<file path="config.mk">
export PLATFORM = sky130hd
export DESIGN_NAME = bx_energy_filter
export DESIGN_NICKNAME = d
export VERILOG_FILES = /design/src/rtl/bxef_pkg.sv /design/src/rtl/bxef_ctrl.sv /design/src/rtl/bxef_dp.sv /design/src/rtl/bx_energy_filter.sv
export SDC_FILE = /design/constraint.sdc
export NUM_CORES = 1
export LEC_CHECK = 0
export BUFFER_PORTS_ARGS = -buffer_cell sky130_fd_sc_hd__buf_2
export CAP_MARGIN = 15
export CELL_PAD_IN_SITES_DETAIL_PLACEMENT = 0
export CELL_PAD_IN_SITES_GLOBAL_PLACEMENT = 1
export CORE_AREA = 2 2 145 147
export DETAILED_ROUTE_END_ITERATION = 10
export DIE_AREA = 0 0 147 149
export GPL_ROUTABILITY_DRIVEN = 0
export PLACE_DENSITY = 0.88
export SLEW_MARGIN = 20
export SYNTH_ARGS = -nofsm -noshare
export SYNTH_HDL_FRONTEND = slang
export SYNTH_SLANG_ARGS = --single-unit
</file>
<file path="constraint.sdc">
create_clock -name clk -period 17.7 [get_ports clk]
set_input_delay 3.54 -clock clk [delete_from_list [all_inputs] [get_ports clk]]
set_output_delay 3.54 -clock clk [all_outputs]
set_load 0.02 [all_outputs]
</file>
<file path="src/rtl/bxef_pkg.sv">
package bxef_pkg;

  typedef enum logic [1:0] {
    MODE_RAW  = 2'd0,
    MODE_FILT = 2'd1,
    MODE_DIFF = 2'd2,
    MODE_ALT  = 2'd3
  } mode_e;

  typedef enum logic [1:0] {
    SEL_ZERO = 2'd0,
    SEL_RAW  = 2'd1,
    SEL_FILT = 2'd2,
    SEL_DIFF = 2'd3
  } outSel_e;

  // strobes from control to datapath
  typedef struct packed {
    logic       take;      // sample belongs to the window
    logic [2:0] tap;       // window offset of that sample
    logic       first;     // first window sample: restart sum
    logic       last;      // last window sample: latch result
    logic       rawTake;   // centre sample for raw mode
    logic       emit;      // produce an output word
    outSel_e    outSel;    // what the word carries
    logic       loadPrev;  // store result as difference reference
  } ctl_t;

endpackage

</file>
<file path="src/rtl/bxef_ctrl.sv">
module bxef_ctrl
  import bxef_pkg::*;
#(
  parameter int SAMPLES_PER_CYCLE = 12,
  parameter int TICKS_PER_CYCLE   = 3,
  parameter int TAPS              = 5
) (
  input  logic       clk,
  input  logic       rstN,
  input  logic       sampleValid,
  input  logic       tickStrobe,
  input  logic       cycleMark,
  input  logic [1:0] mode,
  input  logic [$clog2(SAMPLES_PER_CYCLE-TAPS+1)-1:0] winStart,
  input  logic [1:0] bxTick,
  output ctl_t       ctl
);

  localparam int IDX_W   = $clog2(SAMPLES_PER_CYCLE);
  localparam int TICK_W  = $clog2(TICKS_PER_CYCLE);
  localparam int START_W = $clog2(SAMPLES_PER_CYCLE-TAPS+1);

  logic [IDX_W-1:0]  sampleIdx, idxCur;
  logic [TICK_W-1:0] tickCnt, tickCur;
  logic [IDX_W:0]    offset;
  logic              inWin, bxHit, havePrev;
  logic [1:0]        modeQ;

  assign idxCur  = (sampleValid && cycleMark) ? '0 : sampleIdx;
  assign tickCur = (tickStrobe && cycleMark) ? '0 : tickCnt;
  assign offset  = {1'b0, idxCur} - (IDX_W+1)'(winStart);
  assign inWin   = ({1'b0, idxCur} >= (IDX_W+1)'(winStart)) && (offset < (IDX_W+1)'(TAPS));
  assign bxHit   = ({{(8-TICK_W){1'b0}}, tickCur} == {6'd0, bxTick});

  always_ff @(posedge clk) begin
    if (!rstN) begin
      sampleIdx <= '0;
      tickCnt   <= '0;
      modeQ     <= '0;
      havePrev  <= 1'b0;
    end else begin
      modeQ <= mode;
      if (sampleValid)
        sampleIdx <= (idxCur == IDX_W'(SAMPLES_PER_CYCLE-1)) ? '0 : idxCur + 1'b1;
      if (tickStrobe)
        tickCnt <= (tickCur == TICK_W'(TICKS_PER_CYCLE-1)) ? '0 : tickCur + 1'b1;
      if (mode != modeQ)
        havePrev <= 1'b0;
      else if (ctl.loadPrev)
        havePrev <= 1'b1;
    end
  end

  always_comb begin
    ctl          = '0;
    ctl.take     = sampleValid && inWin;
    ctl.tap      = offset[2:0];
    ctl.first    = ctl.take && (offset == '0);
    ctl.last     = ctl.take && (offset == (IDX_W+1)'(TAPS-1));
    ctl.rawTake  = ctl.take && (offset == (IDX_W+1)'(TAPS/2));
    ctl.emit     = tickStrobe;
    ctl.outSel   = SEL_ZERO;
    ctl.loadPrev = tickStrobe && bxHit && (mode_e'(mode) == MODE_DIFF);
    if (bxHit) begin
      case (mode_e'(mode))
        MODE_RAW:  ctl.outSel = SEL_RAW;
        MODE_DIFF: ctl.outSel = havePrev ? SEL_DIFF : SEL_ZERO;
        default:   ctl.outSel = SEL_FILT;
      endcase
    end
  end


  idx_range_chk: assert property (@(posedge clk) disable iff (!rstN)
    sampleIdx < IDX_W'(SAMPLES_PER_CYCLE));


  tick_range_chk: assert property (@(posedge clk) disable iff (!rstN)
    tickCnt < TICK_W'(TICKS_PER_CYCLE));


  ref_clear_chk: assert property (@(posedge clk) disable iff (!rstN)
    (mode != modeQ) |=> !havePrev);

  initial begin
    assert (START_W <= IDX_W) else $error("window start wider than index");
  end

endmodule

</file>
<file path="src/rtl/bxef_dp.sv">
module bxef_dp
  import bxef_pkg::*;
#(
  parameter int SAMPLE_W = 10,
  parameter int COEF_W   = 8,
  parameter int TAPS     = 5,
  parameter int ACC_W    = 21,
  parameter int OUT_W    = 16
) (
  input  logic                     clk,
  input  logic                     rstN,
  input  ctl_t                     ctl,
  input  logic [SAMPLE_W-1:0]      sampleData,
  input  logic [TAPS*COEF_W-1:0]   coefVec,
  input  logic [OUT_W-1:0]         zeroCode,
  output logic                     energyValid,
  output logic [OUT_W-1:0]         energyOut
);

  localparam int PROD_W = COEF_W + SAMPLE_W + 1;
  localparam logic signed [ACC_W:0]   SAT_HI  = (ACC_W+1)'((1 << (OUT_W-1)) - 1);
  localparam logic signed [ACC_W:0]   SAT_LO  = -SAT_HI - 1;
  localparam logic signed [ACC_W-1:0] FILT_HI = ACC_W'((1 << (OUT_W-1)) - 1);

  logic signed [COEF_W-1:0]  coefSel;
  logic signed [PROD_W-1:0]  prod;
  logic signed [ACC_W-1:0]   acc, sumNext, result, prevRes;
  logic signed [ACC_W:0]     diffVal;
  logic [SAMPLE_W-1:0]       rawQ;
  logic [OUT_W-1:0]          outMux;

  function automatic logic [OUT_W-1:0] satOut(input logic signed [ACC_W:0] v);
    if (v > SAT_HI)      return SAT_HI[OUT_W-1:0];
    else if (v < SAT_LO) return SAT_LO[OUT_W-1:0];
    else                 return v[OUT_W-1:0];
  endfunction

  assign coefSel = coefVec[ctl.tap*COEF_W +: COEF_W];
  assign prod    = coefSel * $signed({1'b0, sampleData});
  assign sumNext = (ctl.first ? '0 : acc) + ACC_W'(prod);
  assign diffVal = {result[ACC_W-1], result} - {prevRes[ACC_W-1], prevRes};

  always_comb begin
    case (ctl.outSel)
      SEL_RAW:  outMux = OUT_W'(rawQ);
      SEL_FILT: outMux = satOut({result[ACC_W-1], result});
      SEL_DIFF: outMux = satOut(diffVal);
      default:  outMux = zeroCode;
    endcase
  end

  always_ff @(posedge clk) begin
    if (!rstN) begin
      acc         <= '0;
      result      <= '0;
      prevRes     <= '0;
      rawQ        <= '0;
      energyValid <= 1'b0;
      energyOut   <= '0;
    end else begin
      if (ctl.take)     acc     <= sumNext;
      if (ctl.last)     result  <= sumNext;
      if (ctl.rawTake)  rawQ    <= sampleData;
      if (ctl.loadPrev) prevRes <= result;
      energyValid <= ctl.emit;
      if (ctl.emit)     energyOut <= outMux;
    end
  end


  zero_code_chk: assert property (@(posedge clk) disable iff (!rstN)
    (energyValid && $past(ctl.outSel == SEL_ZERO)) |-> (energyOut == $past(zeroCode)));


  sat_high_chk: assert property (@(posedge clk) disable iff (!rstN)
    (energyValid && $past(ctl.outSel == SEL_FILT) && ($past(result) > FILT_HI))
      |-> (energyOut == SAT_HI[OUT_W-1:0]));

endmodule

</file>
<file path="src/rtl/bx_energy_filter.sv">
module bx_energy_filter
  import bxef_pkg::*;
#(
  parameter int SAMPLE_W          = 10,
  parameter int COEF_W            = 8,
  parameter int TAPS              = 5,
  parameter int ACC_W             = 21,
  parameter int OUT_W             = 16,
  parameter int SAMPLES_PER_CYCLE = 12,
  parameter int TICKS_PER_CYCLE   = 3,
  localparam int START_W          = $clog2(SAMPLES_PER_CYCLE-TAPS+1)
) (
  input  logic                    clk,
  input  logic                    rstN,
  input  logic                    sampleValid,
  input  logic [SAMPLE_W-1:0]     sampleData,
  input  logic                    tickStrobe,
  input  logic                    cycleMark,
  input  logic [1:0]              mode,
  input  logic [START_W-1:0]      winStart,
  input  logic [1:0]              bxTick,
  input  logic [TAPS*COEF_W-1:0]  coefVec,
  input  logic [OUT_W-1:0]        zeroCode,
  output logic                    energyValid,
  output logic [OUT_W-1:0]        energyOut
);

  ctl_t ctl;

  bxef_ctrl #(
    .SAMPLES_PER_CYCLE(SAMPLES_PER_CYCLE),
    .TICKS_PER_CYCLE(TICKS_PER_CYCLE),
    .TAPS(TAPS)
  ) u_ctrl (
    .clk(clk), .rstN(rstN), .sampleValid(sampleValid), .tickStrobe(tickStrobe),
    .cycleMark(cycleMark), .mode(mode), .winStart(winStart), .bxTick(bxTick),
    .ctl(ctl)
  );

  bxef_dp #(
    .SAMPLE_W(SAMPLE_W), .COEF_W(COEF_W), .TAPS(TAPS), .ACC_W(ACC_W), .OUT_W(OUT_W)
  ) u_dp (
    .clk(clk), .rstN(rstN), .ctl(ctl), .sampleData(sampleData), .coefVec(coefVec),
    .zeroCode(zeroCode), .energyValid(energyValid), .energyOut(energyOut)
  );


  tick_valid_chk: assert property (@(posedge clk) disable iff (!rstN)
    tickStrobe |=> energyValid);


  valid_source_chk: assert property (@(posedge clk) disable iff (!rstN)
    energyValid |-> $past(tickStrobe));

endmodule

</file>
==> results of run 1 <==
power groups by stage:
stage	clock network (mW)	logic (mW)	registers, mW
floorplan	0	0.624	0.240
global placement	0	0.768	0.237
global route	0.218	0.890	0.233
CTS	0.209	0.784	0.232
finish	0.203	0.779	0.232
detailed placement	0	0.778	0.237
routing by layer:
metal | up-vias | GRT usage
li1 | 4273 | -
met1 | 3932 | 0.290
met2 | 184 | 0.402
met3 | 28 | 0.0245
met4 | 0 | 0.0519
met5 | - | 0
worst min-delay path by stage:
stage / from / to / slack (ps) / cells after the start
2_1_floorplan: u_dp.acc[10] / u_dp.acc[10] / 440 / 2
3_3_place_gp: u_dp.energyOut[6] / u_dp.energyOut[6] / 430 / 2
3_5_place_dp: u_dp.energyOut[13] / u_dp.energyOut[13] / 440 / 2
4_1_cts: u_dp.energyOut[13] / u_dp.energyOut[13] / 450 / 2
5_1_grt: u_dp.prevRes[7] / u_dp.prevRes[7] / 480 / 2
6_report: u_dp.energyOut[13] / u_dp.energyOut[13] / 450 / 2
cell families after synthesis:
kind of cell,count (synthesis),share of synthesized area
AO/OA/AOI/OAI,304,0.211
XOR/XNOR,54,0.0484
adder cells (fa/ha/maj),144,0.224
buffers and inverters,160,0.0614
flip-flops,99,0.203
multiplexers,25,0.0360
AND/OR/NAND/NOR,431,0.216
state kept, by name (all words and copies together), names as in the netlist:
name	cells
u_ctrl.havePrev	1
u_ctrl.modeQ	2
u_ctrl.sampleIdx	4
u_ctrl.tickCnt	2
u_dp.acc	21
u_dp.energyOut	16
u_dp.energyValid	1
u_dp.prevRes	21
u_dp.rawQ	10
u_dp.result	21
final cells by class:
cell class / instances / area share
inverters: 115 / 0.0401
clock buffers: 13 / 0.0232
multi-input cells: 958 / 0.669
clock inverters: 3 / 0.00430
repair buffers: 100 / 0.0479
well taps: 275 / 0.0320
flip-flops and latches: 99 / 0.184
worst reg2reg max path, delay by kind of cell (launching register included):
| kind | cells | cell delay (ps) |
|---|---|---|
| adders and majority gates | 8 | 3770 |
| AOI/OAI and AO/OA | 9 | 2350 |
| and+or+nand+nor | 7 | 1310 |
| DFF | 1 | 370 |
| xor gates and xnor gates | 1 | 340 |
| buffers and inverters | 3 | 240 |
stage by stage:
step	worst slack [ps]	utilization
6_report	6100	0.524
5_1_grt	5480	0.524
4_1_cts	6120	0.524
3_5_place_dp	5750	0.509
3_3_place_gp	5890	0.509
2_1_floorplan	6530	-
layout by cell type, fill, tap and decap left out, types with 52 or more instances in the layout:
master	n
a21boi_0	60
a21oi_1	82
buf_2	94
dfxtp_1	99
fa_1	52
ha_1	92
inv_1	114
nand2_1	172
nor2_1	58
nor2b_1	77
o21ai_0	52
==> flow_summary.yaml, run 1 <==
yosys:
  synthArstFlopShare: 0
  synth.largest_area_cell: "dfxtp_1"
  syn-num-nets: 1439
  synth_top_area_frac: 0.203
  synth_edf_count: 0
  postSynthCellCount: 1217
  ys.flop_type: "dfxtp_1"
  synth.area.top_cells: "dfxtp_1 (20%), ha_1 (12%), fa_1 (11%), nand2_1 (6.6%), nor2b_1 (4.9%)"
  synth_area_per_cell_sq_um: 8.03
  seq_area_frac_synth: 0.203
  synth.most_common_cell: "nand2_1"
  yosysWarnings: 0
  ys_seq_elements: 99
  synth_common_cells: "nand2_1 (172), inv_1 (114), dfxtp_1 (99)"
  ys_types: 65
  syn-cell-area_sq_um: 9780
setup_path:
  ff2ff_setup_slack_ps: 9170
  crit_type: "in -> reg"
  path_depth: 30
  ff2ff_path_depth: 28
  worstPathArrival_ps: 11850
  crit_path_start: "cycleMark"
  crit_buf_inv: 5
  worst_setup_path_end_kind: "flip-flop"
  crit_fanout: 13
  crit_top_cell: "fa_1"
  crit_end: "u_dp.result[20]"
  r2r_start: "u_ctrl.sampleIdx[0]"
  critPathMaxStageDelay_ps: 720
  start_kind: "input pin"
  path_delay_family: "adder cells"
  crit_slowest_cell: "a21oi_1"
  crit_required_ps: 17950
  reg2reg_to: "u_dp.result[20]"
finish:
  multiInputGateArea_sq_um: 7200
  seqCellArea_sq_um: 1980
  area_delta_synth_final_pct: 10.1
  n_antenna_cell: 0
  layout.cells.non_filler: 1563
  nets: 1505
  num-fill-cells: 2013
  drive_above_1_share: 0.109
  design_area_sq_um: 10800
global_route:
  grt_overflow: 0
  antenna_found_initial: 1
  track_usage: 0.224
  grt_pass1_vias: 7978
  grt_max_degree: 98
  grt_pass1_wl_mm: 39.7
route:
  ant_nets: 0
  dr_wl_met3_microns: 881
  routed-via-count: 8417
  drtIter0Drc: 416
  wire_per_inst_microns: 15.5
  wl_met1_mm: 11.4
  viasPerCell: 5.39
  drc: 0
  wl_met2_mm: 11.6
  wirelength_mm: 24.3
  first_pass_iters: 5
  top_layer: "met4"
power_and_ir_drop:
  power_frac_comb: 0.642
  power_density_nw_per_um2: 113
  swShare: 0.443
  pwr-share-seq: 0.191
  power_mw: 1.21
  clkPwrFrac: 0.167
  p_int_mw: 0.676
  peakVddDrop_mv: 0.0826
  p_sw_mw: 0.538
  p_leak_nw: 4.81
placement:
  hpwl_mm: 19.1
  place_area_sq_um: 10500
  portBuffers: 94
  dp_cells: 1547
floorplanning:
  core_area_sq_um: 20600
  io_pins: 95
  num_rows: 53
  die_area_sq_um: 21900
  start_util: 0.476
  die_h_microns: 149
  die_w_microns: 147
sta:
  slew_viol_final: 0
  fin_crit_sh: 0.655
  hold_viol: 0
  worst_pin_slew_ps: 1070
  layout_min_cycle_time_ps: 11600
  fin_worst_skew_ps: 10.2
  final.setup.tns_ps: 0
  slew_headroom: 0.279
  hold-worst-slack_ps: 447
  rsz0062_at_grt: "false"
  fmax_ghz: 0.0862
  finalSetupViolations: 0
clocking:
  worst_skew_pair.late_latency_ps: 350
  ctsResizeCount: 0
  h-tree-depth: 3
  cts_max_path_buffers: 2
  cts_made_buffers: 9
  cts.clk_slew.worst_paths_ps: 70
  clk_root_buffer_cell: "clkbuf_16"
  cts_tree: "done"
  cts_sinks: 99
  hold_buffers: 0
  cts_setup_buffers: 0
outcome:
  status: "finished clean"
min_path:
  hold_class: "reg -> reg"
run:
  cap_violations: 0
Power figures use the tool's default switching activity.
==> run 2: changes to the inputs <==
CORE_AREA = 2 2 149 151   (was 2 2 145 147)
DIE_AREA = 0 0 151 153   (was 0 0 147 149)
PLACE_DENSITY = 0.84   (was 0.88)
clock period = 11.26 ns   (was 17.7 ns; I/O delays follow)
==> flow_summary.yaml, run 2 (synthesized netlist as in run 1, its figures left out) <==
clocking:
  h-tree-depth: 3
  hold_buffers: 0
  clk_root_buffer_cell: "clkbuf_16"
  cts_sinks: 99
  cts_made_buffers: 9
  cts.clk_slew.worst_paths_ps: 70
  ctsResizeCount: 0
  cts_setup_buffers: 0
  cts_tree: "done"
  worst_skew_pair.late_latency_ps: 350
  cts_max_path_buffers: 2
route:
  ant_nets: 0
  drc: 0
  wirelength_mm: 25.5
  routed-via-count: 8496
  viasPerCell: 5.40
  wire_per_inst_microns: 16.2
  drtIter0Drc: 424
  first_pass_iters: 4
power_and_ir_drop:
  peakVddDrop_mv: 0.119
  p_leak_nw: 4.83
  clkPwrFrac: 0.163
  power_density_nw_per_um2: 179
  p_int_mw: 1.04
  pwr-share-seq: 0.188
  p_sw_mw: 0.896
  power_mw: 1.94
  power_frac_comb: 0.649
  swShare: 0.462
floorplanning:
  die_w_microns: 151
  die_area_sq_um: 23100
  core_area_sq_um: 21500
  die_h_microns: 153
  io_pins: 95
  start_util: 0.455
  num_rows: 54
sta:
  slew_headroom: 0.348
  hold_viol: 0
  fmax_ghz: 0.0963
  rsz0062_at_grt: "false"
  worst_pin_slew_ps: 976
  fin_crit_sh: 0.922
  fin_worst_skew_ps: 7.46
  layout_min_cycle_time_ps: 10380
  slew_viol_final: 0
  finalSetupViolations: 0
  final.setup.tns_ps: 0
global_route:
  grt_pass1_wl_mm: 41.7
  track_usage: 0.225
  grt_pass1_vias: 8311
  grt_max_degree: 98
  grt_overflow: 0
  antenna_found_initial: 0
finish:
  n_antenna_cell: 0
  final_common_cell: "nand2_1"
  nets: 1510
  reg.largest.list: "u_dp.acc: 21 flops, u_dp.prevRes: 21 flops, u_dp.result: 21 flops"
  utilization: 0.503
  area_delta_synth_final_pct: 10.6
  drive_above_1_share: 0.115
  final_cell_mix: "nand2_1 (172), inv_1 (114), dfxtp_1 (99), buf_2 (94), ha_1 (92)"
min_path:
  hold_class: "reg -> reg"
run:
  cap_violations: 0
setup_path:
  crit_top_cell: "fa_1"
  crit_required_ps: 11500
  start_kind: "input pin"
  reg2reg_to: "u_dp.result[20]"
  crit_type: "in -> reg"
  crit_fanout: 13
  path_depth: 30
  crit_buf_inv: 5
  ff2ff_path_depth: 28
  worst_setup_path_end_kind: "flip-flop"
  worstPathArrival_ps: 10620
  crit_end: "u_dp.result[20]"
  crit_slowest_cell: "fa_1"
  path_delay_family: "adder cells"
  crit_path_start: "sampleValid"
  critPathMaxStageDelay_ps: 780
  r2r_start: "u_ctrl.sampleIdx[0]"
  ff2ff_setup_slack_ps: 2660
placement:
  hpwl_mm: 20.1
  portBuffers: 94
outcome:
  status: "finished clean"
==> run 2: cell types whose count changed in the layout (fill, tap and decap cells not counted) <==
cell	delta
inv_8	+3
clkbuf_1	-3
inv_6	+1
bufinv_16	-1
clkbuf_8	-1
clkinv_4	+1
buf_4	+5
==> run 2: how the worst min path moves through the flow <==
stage                               to                from  depth (start not counted)
global route               u_dp.acc[1]         u_dp.acc[1]                          2
detailed placement  u_dp.energyOut[14]  u_dp.energyOut[14]                          2
global placement    u_dp.energyOut[14]  u_dp.energyOut[14]                          2
finish              u_dp.energyOut[13]  u_dp.energyOut[13]                          2
CTS                 u_dp.energyOut[13]  u_dp.energyOut[13]                          2
floorplan                 u_dp.acc[10]        u_dp.acc[10]                          2
==> run 2: cell type report <==
type	count	area (sq um)
Clock buffer	9	225
Clock inverter	7	67.6
Fill cell	2137	10700
Inverter	115	432
Multi-Input combinational cell	958	7200
Sequential cell	99	1980
Tap cell	280	350
Timing Repair Buffer	105	553
==> run 2: worst reg2reg max path, delay by kind of cell, from the launching register on <==
kind                     cells  cell delay [ps]
XOR/XNOR                     1              320
adder cells (fa/ha/maj)      8             3910
buffers and inverters        3              270
AO/OA/AOI/OAI                9             2210
AND/OR/NAND/NOR              7             1420
flip-flops                   1              360
==> run 2: power by group through the flow <==
| stage | sequential (mW) | combinational (mW) | clock, mW |
|---|---|---|---|
| floorplan | 0.377 | 0.981 | 0 |
| global placement | 0.372 | 1.25 | 0 |
| detailed placement | 0.373 | 1.26 | 0 |
| CTS | 0.364 | 1.27 | 0.321 |
| global route | 0.366 | 1.44 | 0.338 |
| finish | 0.364 | 1.26 | 0.315 |
==> run 2: through the flow <==
| step | cells | hold slack [ps] | instance area, sq um | worst slack (ps) |
|---|---|---|---|---|
| floorplan | 1217 | 439 | 9780 | 1380 |
| global placement | 1557 | 429 | 10500 | 673 |
| detailed placement | 1557 | 440 | 10500 | 591 |
| CTS | 1573 | 456 | 10800 | 893 |
| global route | 1573 | 485 | 10800 | 237 |
| finish | 1573 | 450 | 10800 | 879 |
==> run 2: per-layer routing <==
layer,share of wire,GRT usage
met3,0.033,0.0224
met4,0.020,0.0650
met1,0.45,0.293
met2,0.49,0.395
met5,0,0
